===== src/rtl/pc_pwm_pkg.sv =====
package pc_pwm_pkg;

    // waveform-mode codes
    localparam logic [3:0] MODE_FIX8   = 4'd1;
    localparam logic [3:0] MODE_FIX9   = 4'd2;
    localparam logic [3:0] MODE_FIX10  = 4'd3;
    localparam logic [3:0] MODE_PERIOD = 4'd10;
    localparam logic [3:0] MODE_CMPA   = 4'd11;

    // output-mode codes
    localparam logic [1:0] OUT_NONINV = 2'd2;
    localparam logic [1:0] OUT_INV    = 2'd3;

    // register addresses
    localparam int ADDR_CTRL   = 0;
    localparam int ADDR_FCLR   = 1;
    localparam int ADDR_PERIOD = 2;
    localparam int ADDR_CMP0   = 3;

    // flag-clear bit positions
    localparam int FBIT_BOTTOM = 0;
    localparam int FBIT_PERIOD = 1;
    localparam int FBIT_CMP0   = 2;

    // resolutions of the fixed ceilings
    localparam int FIX8_BITS  = 8;
    localparam int FIX9_BITS  = 9;
    localparam int FIX10_BITS = 10;

    // control word layout
    localparam int CTRL_MODE_W = 4;
    localparam int CTRL_OM_LSB = 4;

    function automatic logic mode_runs(input logic [3:0] m);
        return (m == MODE_FIX8) || (m == MODE_FIX9) || (m == MODE_FIX10) ||
               (m == MODE_PERIOD) || (m == MODE_CMPA);
    endfunction

endpackage


===== src/rtl/pc_pwm_regs.sv =====
module pc_pwm_regs
    import pc_pwm_pkg::*;
#(
    parameter int W   = 16,
    parameter int NCH = 2,
    parameter int AW  = 3
) (
    input  logic                    clk,
    input  logic                    rst,
    input  logic                    wr_en,
    input  logic [AW-1:0]           wr_addr,
    input  logic [W-1:0]            wr_data,
    input  logic                    load_evt,
    output logic [3:0]              mode,
    output logic [NCH-1:0][1:0]     omode,
    output logic [W-1:0]            period,
    output logic [NCH-1:0][W-1:0]   cmp_act
);

    typedef struct packed {
        logic [3:0]            mode;
        logic [NCH-1:0][1:0]   omode;
        logic [W-1:0]          period;
        logic [NCH-1:0][W-1:0] cbuf;
        logic [NCH-1:0][W-1:0] cact;
    } regs_t;

    regs_t r_d, r_q;
    logic [W-1:0] wmask;

    always_comb begin
        case (r_q.mode)
            MODE_FIX8:  wmask = (W'(1) << FIX8_BITS) - W'(1);
            MODE_FIX9:  wmask = (W'(1) << FIX9_BITS) - W'(1);
            MODE_FIX10: wmask = (W'(1) << FIX10_BITS) - W'(1);
            default:    wmask = '1;
        endcase
    end

    always_comb begin
        r_d = r_q;
        // double-buffer transfer uses the buffer as it stood before this edge
        if (load_evt) begin
            r_d.cact = r_q.cbuf;
        end
        if (wr_en) begin
            if (wr_addr == AW'(ADDR_CTRL)) begin
                r_d.mode = wr_data[CTRL_MODE_W-1:0];
                for (int i = 0; i < NCH; i++) begin
                    r_d.omode[i] = wr_data[CTRL_OM_LSB + 2*i +: 2];
                end
            end
            if (wr_addr == AW'(ADDR_PERIOD)) begin
                r_d.period = wr_data;
            end
            for (int i = 0; i < NCH; i++) begin
                if (wr_addr == AW'(ADDR_CMP0 + i)) begin
                    r_d.cbuf[i] = wr_data & wmask;
                end
            end
        end
    end

    always_ff @(posedge clk) begin
        if (rst) r_q <= '0;
        else     r_q <= r_d;
    end

    assign mode    = r_q.mode;
    assign omode   = r_q.omode;
    assign period  = r_q.period;
    assign cmp_act = r_q.cact;

    // active compares take the buffered values at the turnaround
    p_load_at_top_r5: assert property (@(posedge clk) disable iff (rst)
        load_evt |=> (r_q.cact == $past(r_q.cbuf)));

    // an 8-bit-mode write leaves nothing above bit 7
    p_mask_fix8_r7: assert property (@(posedge clk) disable iff (rst)
        (wr_en && wr_addr == AW'(ADDR_CMP0) && r_q.mode == MODE_FIX8)
        |=> ((r_q.cbuf[0] >> FIX8_BITS) == '0));

endmodule


===== src/rtl/pc_pwm_counter.sv =====
module pc_pwm_counter #(
    parameter int W = 16
) (
    input  logic         clk,
    input  logic         rst,
    input  logic         tick,
    input  logic         run,
    input  logic [W-1:0] top,
    output logic [W-1:0] cnt,
    output logic         down,
    output logic         top_evt,
    output logic         bot_evt
);

    typedef struct packed {
        logic [W-1:0] cnt;
        logic         down;
    } cnt_t;

    cnt_t c_d, c_q;
    logic at_top, at_bot, step;

    assign step   = tick && run;
    assign at_top = !c_q.down && (c_q.cnt >= top);
    assign at_bot = c_q.down && (c_q.cnt == '0);

    always_comb begin
        c_d = c_q;
        if (step) begin
            if (at_top) begin
                c_d.down = 1'b1;
                if (c_q.cnt != '0) c_d.cnt = c_q.cnt - W'(1);
            end else if (at_bot) begin
                c_d.down = 1'b0;
                c_d.cnt  = c_q.cnt + W'(1);
            end else if (c_q.down) begin
                c_d.cnt = c_q.cnt - W'(1);
            end else begin
                c_d.cnt = c_q.cnt + W'(1);
            end
        end
    end

    always_ff @(posedge clk) begin
        if (rst) c_q <= '0;
        else     c_q <= c_d;
    end

    assign cnt     = c_q.cnt;
    assign down    = c_q.down;
    assign top_evt = step && at_top;
    assign bot_evt = step && at_bot;

    // no enabled step means no movement
    p_gated_r3: assert property (@(posedge clk) disable iff (rst)
        !step |=> ($stable(c_q.cnt) && $stable(c_q.down)));

    // up-ramp below TOP advances by one
    p_up_step_r3: assert property (@(posedge clk) disable iff (rst)
        (step && !c_q.down && c_q.cnt < top) |=> (c_q.cnt == $past(c_q.cnt) + W'(1)));

endmodule


===== src/rtl/pc_pwm_channel.sv =====
module pc_pwm_channel
    import pc_pwm_pkg::*;
#(
    parameter int W = 16
) (
    input  logic         clk,
    input  logic         rst,
    input  logic         step,
    input  logic [W-1:0] cnt,
    input  logic         down,
    input  logic [W-1:0] cmp,
    input  logic [1:0]   omode,
    output logic         match_evt,
    output logic         pwm
);

    typedef struct packed {
        logic pin;
    } ch_t;

    ch_t ch_d, ch_q;

    assign match_evt = step && (cnt == cmp);

    always_comb begin
        ch_d = ch_q;
        if (match_evt) begin
            case (omode)
                OUT_NONINV: ch_d.pin = down;
                OUT_INV:    ch_d.pin = !down;
                default:    ch_d.pin = ch_q.pin;
            endcase
        end
    end

    always_ff @(posedge clk) begin
        if (rst) ch_q <= '0;
        else     ch_q <= ch_d;
    end

    assign pwm = ((omode == OUT_NONINV) || (omode == OUT_INV)) ? ch_q.pin : 1'b0;

    // pin register holds between matches
    p_hold_r8: assert property (@(posedge clk) disable iff (rst)
        !match_evt |=> $stable(ch_q.pin));

    // non-inverted output follows direction at the match
    p_noninv_r8: assert property (@(posedge clk) disable iff (rst)
        (match_evt && omode == OUT_NONINV) |=> (ch_q.pin == $past(down)));

endmodule


===== src/rtl/pc_pwm_timer.sv =====
module pc_pwm_timer
    import pc_pwm_pkg::*;
#(
    parameter int W   = 16,
    parameter int NCH = 2,
    parameter int AW  = 3
) (
    input  logic           clk,
    input  logic           rst,
    input  logic           tick,
    input  logic           wr_en,
    input  logic [AW-1:0]  wr_addr,
    input  logic [W-1:0]   wr_data,
    output logic [W-1:0]   count,
    output logic [NCH-1:0] pwm,
    output logic           flag_bottom,
    output logic           flag_period,
    output logic [NCH-1:0] flag_cmp
);

    typedef struct packed {
        logic           bottom;
        logic           period;
        logic [NCH-1:0] cmp;
    } flags_t;

    flags_t f_d, f_q;

    logic [3:0]            mode;
    logic [NCH-1:0][1:0]   omode;
    logic [W-1:0]          period;
    logic [NCH-1:0][W-1:0] cmp_act;
    logic [W-1:0]          top_val;
    logic [W-1:0]          cnt_w;
    logic                  down_w;
    logic                  run, step, top_evt, bot_evt;
    logic [NCH-1:0]        match_evt;
    logic [W-1:0]          clr;

    pc_pwm_regs #(.W(W), .NCH(NCH), .AW(AW)) u_regs (
        .clk      (clk),
        .rst      (rst),
        .wr_en    (wr_en),
        .wr_addr  (wr_addr),
        .wr_data  (wr_data),
        .load_evt (top_evt),
        .mode     (mode),
        .omode    (omode),
        .period   (period),
        .cmp_act  (cmp_act)
    );

    always_comb begin
        case (mode)
            MODE_FIX8:   top_val = (W'(1) << FIX8_BITS) - W'(1);
            MODE_FIX9:   top_val = (W'(1) << FIX9_BITS) - W'(1);
            MODE_FIX10:  top_val = (W'(1) << FIX10_BITS) - W'(1);
            MODE_PERIOD: top_val = period;
            MODE_CMPA:   top_val = cmp_act[0];
            default:     top_val = '1;
        endcase
    end

    assign run  = mode_runs(mode);
    assign step = tick && run;

    pc_pwm_counter #(.W(W)) u_cnt (
        .clk     (clk),
        .rst     (rst),
        .tick    (tick),
        .run     (run),
        .top     (top_val),
        .cnt     (cnt_w),
        .down    (down_w),
        .top_evt (top_evt),
        .bot_evt (bot_evt)
    );

    for (genvar i = 0; i < NCH; i++) begin : g_ch
        pc_pwm_channel #(.W(W)) u_ch (
            .clk       (clk),
            .rst       (rst),
            .step      (step),
            .cnt       (cnt_w),
            .down      (down_w),
            .cmp       (cmp_act[i]),
            .omode     (omode[i]),
            .match_evt (match_evt[i]),
            .pwm       (pwm[i])
        );
    end

    assign clr = (wr_en && wr_addr == AW'(ADDR_FCLR)) ? wr_data : '0;

    always_comb begin
        f_d        = f_q;
        f_d.bottom = (f_q.bottom & !clr[FBIT_BOTTOM]) | bot_evt;
        f_d.period = (f_q.period & !clr[FBIT_PERIOD]) | (top_evt && mode == MODE_PERIOD);
        for (int i = 0; i < NCH; i++) begin
            f_d.cmp[i] = (f_q.cmp[i] & !clr[FBIT_CMP0 + i]) | match_evt[i] |
                         ((i == 0) && top_evt && mode == MODE_CMPA);
        end
    end

    always_ff @(posedge clk) begin
        if (rst) f_q <= '0;
        else     f_q <= f_d;
    end

    assign count       = cnt_w;
    assign flag_bottom = f_q.bottom;
    assign flag_period = f_q.period;
    assign flag_cmp    = f_q.cmp;

    // bottom turnaround raises the flag
    p_bottom_flag_r4: assert property (@(posedge clk) disable iff (rst)
        bot_evt |=> flag_bottom);

    // TOP turnaround in period mode raises the period flag
    p_period_flag_r5: assert property (@(posedge clk) disable iff (rst)
        (top_evt && mode == MODE_PERIOD) |=> flag_period);

    // a clear without a coinciding set empties the flag
    p_clear_r9: assert property (@(posedge clk) disable iff (rst)
        (clr[FBIT_BOTTOM] && !bot_evt) |=> !flag_bottom);

    // a stopped mode freezes the count
    p_stopped_r2: assert property (@(posedge clk) disable iff (rst)
        !run |=> $stable(count));

endmodule


===== config.mk =====
export PLATFORM = sky130hd
export DESIGN_NAME = pc_pwm_timer
export DESIGN_NICKNAME = d
export VERILOG_FILES = /design/src/rtl/pc_pwm_pkg.sv /design/src/rtl/pc_pwm_regs.sv /design/src/rtl/pc_pwm_counter.sv /design/src/rtl/pc_pwm_channel.sv /design/src/rtl/pc_pwm_timer.sv
export SDC_FILE = /design/constraint.sdc
export NUM_CORES = 1
export LEC_CHECK = 0
export BUFFER_PORTS_ARGS = -buffer_cell sky130_fd_sc_hd__buf_2
export CAP_MARGIN = 20
export CORE_ASPECT_RATIO = 1.5
export CORE_MARGIN = 2
export CORE_UTILIZATION = 40
export CTS_CLUSTER_DIAMETER = 120
export DETAILED_ROUTE_END_ITERATION = 10
export GPL_ROUTABILITY_DRIVEN = 1
export PLACE_DENSITY = 0.6
export SYNTH_ARGS = -nofsm -noshare
export SYNTH_HDL_FRONTEND = slang
export SYNTH_SLANG_ARGS = --single-unit

===== constraint.sdc =====
create_clock -name clk -period 4.6 [get_ports clk]
set_input_delay 0 -clock clk [delete_from_list [all_inputs] [get_ports clk]]
set_output_delay 0 -clock clk [all_outputs]
set_load 0.02 [all_outputs]

* Yosys cells after proc, flatten, opt, wreduce, memory -nomap -nowiden
Cells that the tools add are included.
** Operators by class
- Equality and inequality tests :: 16
- $add $sub $neg :: 2
- Shift-type cells :: 0
- Mux-type cells :: 12
- Multiply operators :: 0
- Bitwise gates (word level) :: 10
- Reduce and logical (&&, ||, !) cells :: 35
- Div/mod/pow operators :: 0
- Magnitude comparators :: 1
** Operators with widths (count)
- 16-bit case mux with 5 select lines :: 1
- 16-bit two-way mux :: 3
- 16-bit case mux with 3 select lines :: 1
- 16-bit == test :: 2
- 17-bit two-way mux :: 1
- 16-bit by 1-bit adder with 16-bit output, second input constant :: 1
- 16-bit AND :: 1
- 16-bit greater-or-equal comparator :: 1
- 16-bit zero test :: 1
- 2-bit AND reduction :: 8
- 16-bit nonzero test :: 1
- 16-bit by 1-bit subtractor with 16-bit output, second input constant :: 1
- 1-bit logical AND :: 10
- 2-bit == test, second input constant :: 4
- 4-bit by 2-bit == test with 1-bit output, second input constant :: 2
- 4-bit == test, second input constant :: 2
- 3-bit by 2-bit == test with 1-bit output, second input constant :: 2
- 1-bit logical OR :: 6
- 2-bit nonzero test :: 3
- 1-bit zero test :: 5
- 1-bit bitwise OR :: 5
- 1-bit AND :: 4
- 4-bit by 1-bit == test with 1-bit output, second input constant :: 1
- 4-bit two-way mux :: 1
- 6 further kinds :: 9
** Storage, ports and cells
- Memories :: 0
- RAM bits :: 0
- Input port bits :: 23
- Latch bits :: 0
- Output and inout port bits :: 22
- Memory bits (read-only) :: 0
- Register bits after elaboration :: 111

* Longest topological paths before layout
- Depth in word-level cells :: 9
- Mapped depth :: 16

* Cells and area by module
From an unflattened synthesis, not the netlist that was laid out.
** Second synthesis, totals
- Cells, all modules :: 779
- Area total of the unflattened synthesis :: 6452.4 um2
** Modules (own cells, without submodules)
- pc_pwm_regs :: sequential area each 1761.7 um2, cells each 410, instances 1, area each 3647.2 um2
- pc_pwm_counter :: sequential area each 340.3 um2, cells each 236, instances 1, area each 1707.9 um2
- pc_pwm_timer :: sequential area each 80.1 um2, cells each 75, instances 1, area each 604.3 um2
- pc_pwm_channel :: sequential area each 20.0 um2, cells each 29, instances 2, area each 246.5 um2

* Worst setup path before layout
No wires, ideal clock.
- Path type :: reg-to-reg
- Start :: register u_regs.r_q (netlist bit u_regs.mode[0])
- End :: register u_cnt.c_q (netlist bit u_cnt.cnt[15])
- Setup time :: 0.123 ns
- Buffers on the path :: 3
- Cell stages (with the launch flop) :: 14
- Data required time :: 4.477 ns
- Clock period less this slack :: 3.419 ns
- Data arrival time :: 3.296 ns
- Slack :: 1.181 ns
- Path through :: dfxtp_1 > clkbuf_1 > clkbuf_1 > clkbuf_1 > a211oi_1 > ha_1 > and3_1 > o21ai_0 > a311oi_1 > o31ai_1 > a22o_4 > or4_1 > a21oi_1 > mux2_1
** On the way
- Cells in the longest elaborated chain, start to end :: 7
- Elaborated cells between the ends (all ways) :: 16
- Classes of those cells :: 1 x order compare; 6 x eq/ne; 2 x mux; 7 x reduce/logical
** Ends and longest elaborated chain
- start, declared :: RTL line pc_pwm_regs.sv:28 : regs_t r_d, r_q;
- start signal, assigned :: RTL line pc_pwm_regs.sv:66 : else r_q <= r_d;
- branches (longest 7 deep; another with 16-bit greater-or-equal comparator)
- end signal, assigned :: RTL line pc_pwm_counter.sv:45 : if (rst) c_q <= '0;
- end signal, assigned :: RTL line pc_pwm_counter.sv:46 : else c_q <= c_d;
- end, declared :: RTL line pc_pwm_counter.sv:20 : cnt_t c_d, c_q;
Several ways; the timed one is not identified.
A chain may end at the register's enable or synchronous reset.

* Final worst setup path
- Start :: register u_regs.r_q (netlist bit u_regs.mode[1])
- End :: register u_regs.r_q (netlist bit u_regs.cmp_act[10])
** On the way
- Cells in the longest elaborated chain, start to end :: 7
- Elaborated cells between the ends (all ways) :: 14
- Classes of those cells :: 1 x order compare; 5 x eq/ne; 1 x mux; 7 x reduce/logical
** Ends and longest elaborated chain
- branches (longest 6 deep; another with 16-bit greater-or-equal comparator)
- 1-bit logical AND * :: RTL line pc_pwm_counter.sv:51 : assign top_evt = step && at_top;
Mark *: on every way between the ends.

==> run_results.csv <==
group,metric,value,unit
clock_tree,cts_resized,0,
critical_path,r2r-start,"u_regs.mode[1]",
placement,gp_congestion,0.948,
synth,syn_avg_cell_area,7.70,um2
global_routing,grt_first_pass_wirelength,24.2,mm
clock_tree,root_buffer,"clkbuf_16",
clock_tree,cts_buffers,9,
sta,slew_violations,0,
synth,syn-num-nets,778,
floorplan,core-area,13900,um2
pwr,swShare,25.0,%
sta,rsz0062_at_grt,"false",
floorplan,fp.dieW,101,um
global_routing,antenna_found_initial,0,
route,num_vias,4975,
route,drt_pass1_iterations,5,
critical_path,critPathKind,"register to register",
clock_tree,clkTransAtPathRegs,0.08,ns
hold_path,holdPathEnd,"u_regs.omode[2]",
sta,fin_skew,0.00870,ns
route,vias_per_cell,5.37,
synth,yosys_register_bits,111,
global_routing,grt_pass1_vias,4666,
placement,port_buffers,44,
global_routing,overflow,0,
cells_and_area,area_delta_synth_final,11.9,%
synth,synth_common_cells,"187 x nand2_1, 120 x a21oi_1, 111 x dfxtp_1",
floorplan,die_area,15200,um2
synth,yosys-top-cells-area,"dfxtp_1 39%, nand2_1 12%, a21oi_1 11%",
pwr,power,1.86,mW
clock_tree,cts.sink_count,111,
pwr,p_seq_share,52.8,%
run_status,status,"finished, final reports clean",
synth,yosysSeqAreaShare,39.1,%
cells_and_area,fillers,1396,
synth,synth.top_cell.area_share,39.1,%
clock_tree,clock_latency,0.35,ns
critical_path,required,4.87,ns
synth,ys_async_sr_fraction,0,%
critical_path,ff2ff_setup_slack,0.54,ns
route,ant_nets,0,
hold_path,min_path_type,"primary input to register",
route,drc_errors,0,
clock_tree,cts_tree,"yes",
pwr,pwr-share-comb,5.9,%
sta,period_minus_slack,4.06,ns
synth,syn_inst,737,
critical_path,cp-start-kind,"register",
global_routing,grt_max_degree,106,
floorplan,ios,45,
sta,hold_viol,0,
global_routing,grt_usage,20.6,%
clock_tree,htreeDepth,3,
sta,setup_viol,0,
route,wirelength,15.2,mm
route,wire_per_inst,16.4,um
pwr,cellLeakagePower,2.49,nW
synth,synth_flop_cell,"dfxtp_1",
critical_path,critPathCaptureType,"register",
pwr,internal_power,1.39,mW
critical_path,cp_data_arrival_time,4.33,ns
placement,dp_hpwl,11.2,mm
pwr,peakVddDrop,144,uV
floorplan,rows,53,
synth,ys_warn_count,0,
flow_run,max_cap_violations,0,
cells_and_area,drive_above_1_share,11.3,%
cells_and_area,nets,798,
sta,worstMarginPinSlew,1.12,ns
synth,synth_most_common_cell,"nand2_1",
route,first_iter_violations,268,
cells_and_area,multiInputGateArea,3130,um2
hold_path,holdPathStages,4,
sta,finalCritPeriodShare,88.3,%
synth,synth_area,5680,um2
synth,synth.distinct_cells,49,
hold_path,min_from,"wr_addr[1]",
pwr,power_density,292,nW/um2
synth,synth_edf_count,0,
clock_tree,clockBufferDepth,2,
cells_and_area,seq_area,2220,um2
pwr,power_switching,0.465,mW
sta,slew_headroom,25.3,%
pwr,clkPwrFrac,41.3,%
critical_path,crit_path_max_fanout,22,
sta,fin_setup_tns,0,ns
sta,fmax,246,MHz
cells_and_area,antenna_cells,0,
critical_path,reg2reg_depth,13,
critical_path,regToRegEndpoint,"u_regs.cmp_act[10]",
floorplan,die_h,150,um
synth,synth_top_cell_by_area,"dfxtp_1",
floorplan,initial_core_util,40.8,%
[critical path: stages (launching register included)]
cell	delay, ns
dfxtp_1	0.57
inv_1	0.15
or3_1	0.51
a211oi_1	0.27
ha_1	0.28
and3_1	0.18
o21ai_0	0.15
a311oi_1	0.13
o31ai_1	0.35
nor2b_1	0.24
or3_1	0.61
buf_4	0.31
nand2_1	0.07
a21oi_1	0.15
[worst max path at each step]
| stage | from | to | slack [ns] | cells after the start |
|---|---|---|---|---|
| floorplan | u_regs.mode[0] | u_cnt.cnt[15] | 1.18 | 13 |
| global placement | u_regs.mode[1] | u_regs.cmp_act[11] | 0.67 | 13 |
| detailed placement | u_regs.mode[1] | u_regs.cmp_act[10] | 0.52 | 13 |
| CTS | u_regs.mode[1] | u_regs.cmp_act[10] | 0.52 | 13 |
| global route | u_regs.mode[1] | u_regs.cmp_act[11] | 0.17 | 13 |
| finish | u_regs.mode[1] | u_regs.cmp_act[10] | 0.54 | 13 |
[timing repair]
item                       4_1_cts  5_1_grt
buffers inserted                 0        0
setup endpoints to repair        0        0
hold buffers                    17        0
hold endpoints to repair        60        0
[flip-flops by register name (all words and copies together) (netlist names)]
register / count
u_cnt.down: 1
u_regs.mode: 4
flag_period: 1
flag_cmp: 2
u_regs.period: 16
u_cnt.cnt: 16
u_regs.omode: 4
g_ch.u_ch.ch_q: 2
u_regs.r_q: 32
u_regs.cmp_act: 32
flag_bottom: 1
[cells by family after synthesis]
family          synth area share, %
flops                          39.1
compound gates                 14.5
mux                            4.10
buf+inv                        5.88
fa+ha+maj                      3.97
xor+xnor                       5.86
simple gates                   26.6
[placed cells by master, fill, tap and decap left out, types with 12 or more instances in the layout]
| master | n |
|---|---|
| nor2b_1 | 19 |
| nand2_1 | 187 |
| xor2_1 | 26 |
| dlygate4sd3_1 | 17 |
| nand4_1 | 13 |
| a21oi_1 | 120 |
| ha_1 | 18 |
| xnor2_1 | 12 |
| or3_1 | 12 |
| mux2i_1 | 12 |
| nor2_1 | 30 |
| buf_2 | 43 |
| nand3_1 | 21 |
| dfxtp_1 | 111 |
[layout make-up]
| class | instances | share of cell area (%) |
|---|---|---|
| clock buffers | 9 | 3.54 |
| clock inverters | 7 | 1.02 |
| inverters | 11 | 0.650 |
| multi-input cells | 554 | 49.2 |
| flip-flops and latches | 111 | 35.0 |
| well taps | 165 | 3.25 |
| repair buffers | 70 | 7.37 |
[metal layers]
| metal | vias up | wire, um | GRT usage [%] |
|---|---|---|---|
| li1 | 2535 | - | - |
| met1 | 2295 | 6820 | 26.7 |
| met2 | 112 | 7200 | 33.1 |
| met3 | 33 | 595 | 2.94 |
| met4 | 0 | 622 | 10.3 |
| met5 | - | 0 | 0 |
[stage by stage]
stage / area (um2) / setup WS [ns] / std cells / hold slack, ns / utilization [%]
floorplan: 5680 / 1.18 / 737 / 0.136 / -
global placement: 5870 / 0.667 / 892 / 0.270 / 42.2
finish: 6350 / 0.539 / 927 / 0.0931 / 45.6
global route: 6350 / 0.169 / 927 / 0.130 / 45.6
CTS: 6350 / 0.521 / 927 / 0.0869 / 45.6
detailed placement: 5890 / 0.516 / 894 / 0.273 / 42.3
[power groups by stage]
stage / Combinational (mW) / Clock (mW) / Sequential [mW]
global route: 0.121 / 0.817 / 0.982
finish: 0.109 / 0.768 / 0.980
floorplan: 0.0625 / 0 / 0.999
CTS: 0.109 / 0.781 / 0.980
global placement: 0.0948 / 0 / 1.00
detailed placement: 0.0974 / 0 / 1.00
(Power assumes the default switching activity.)
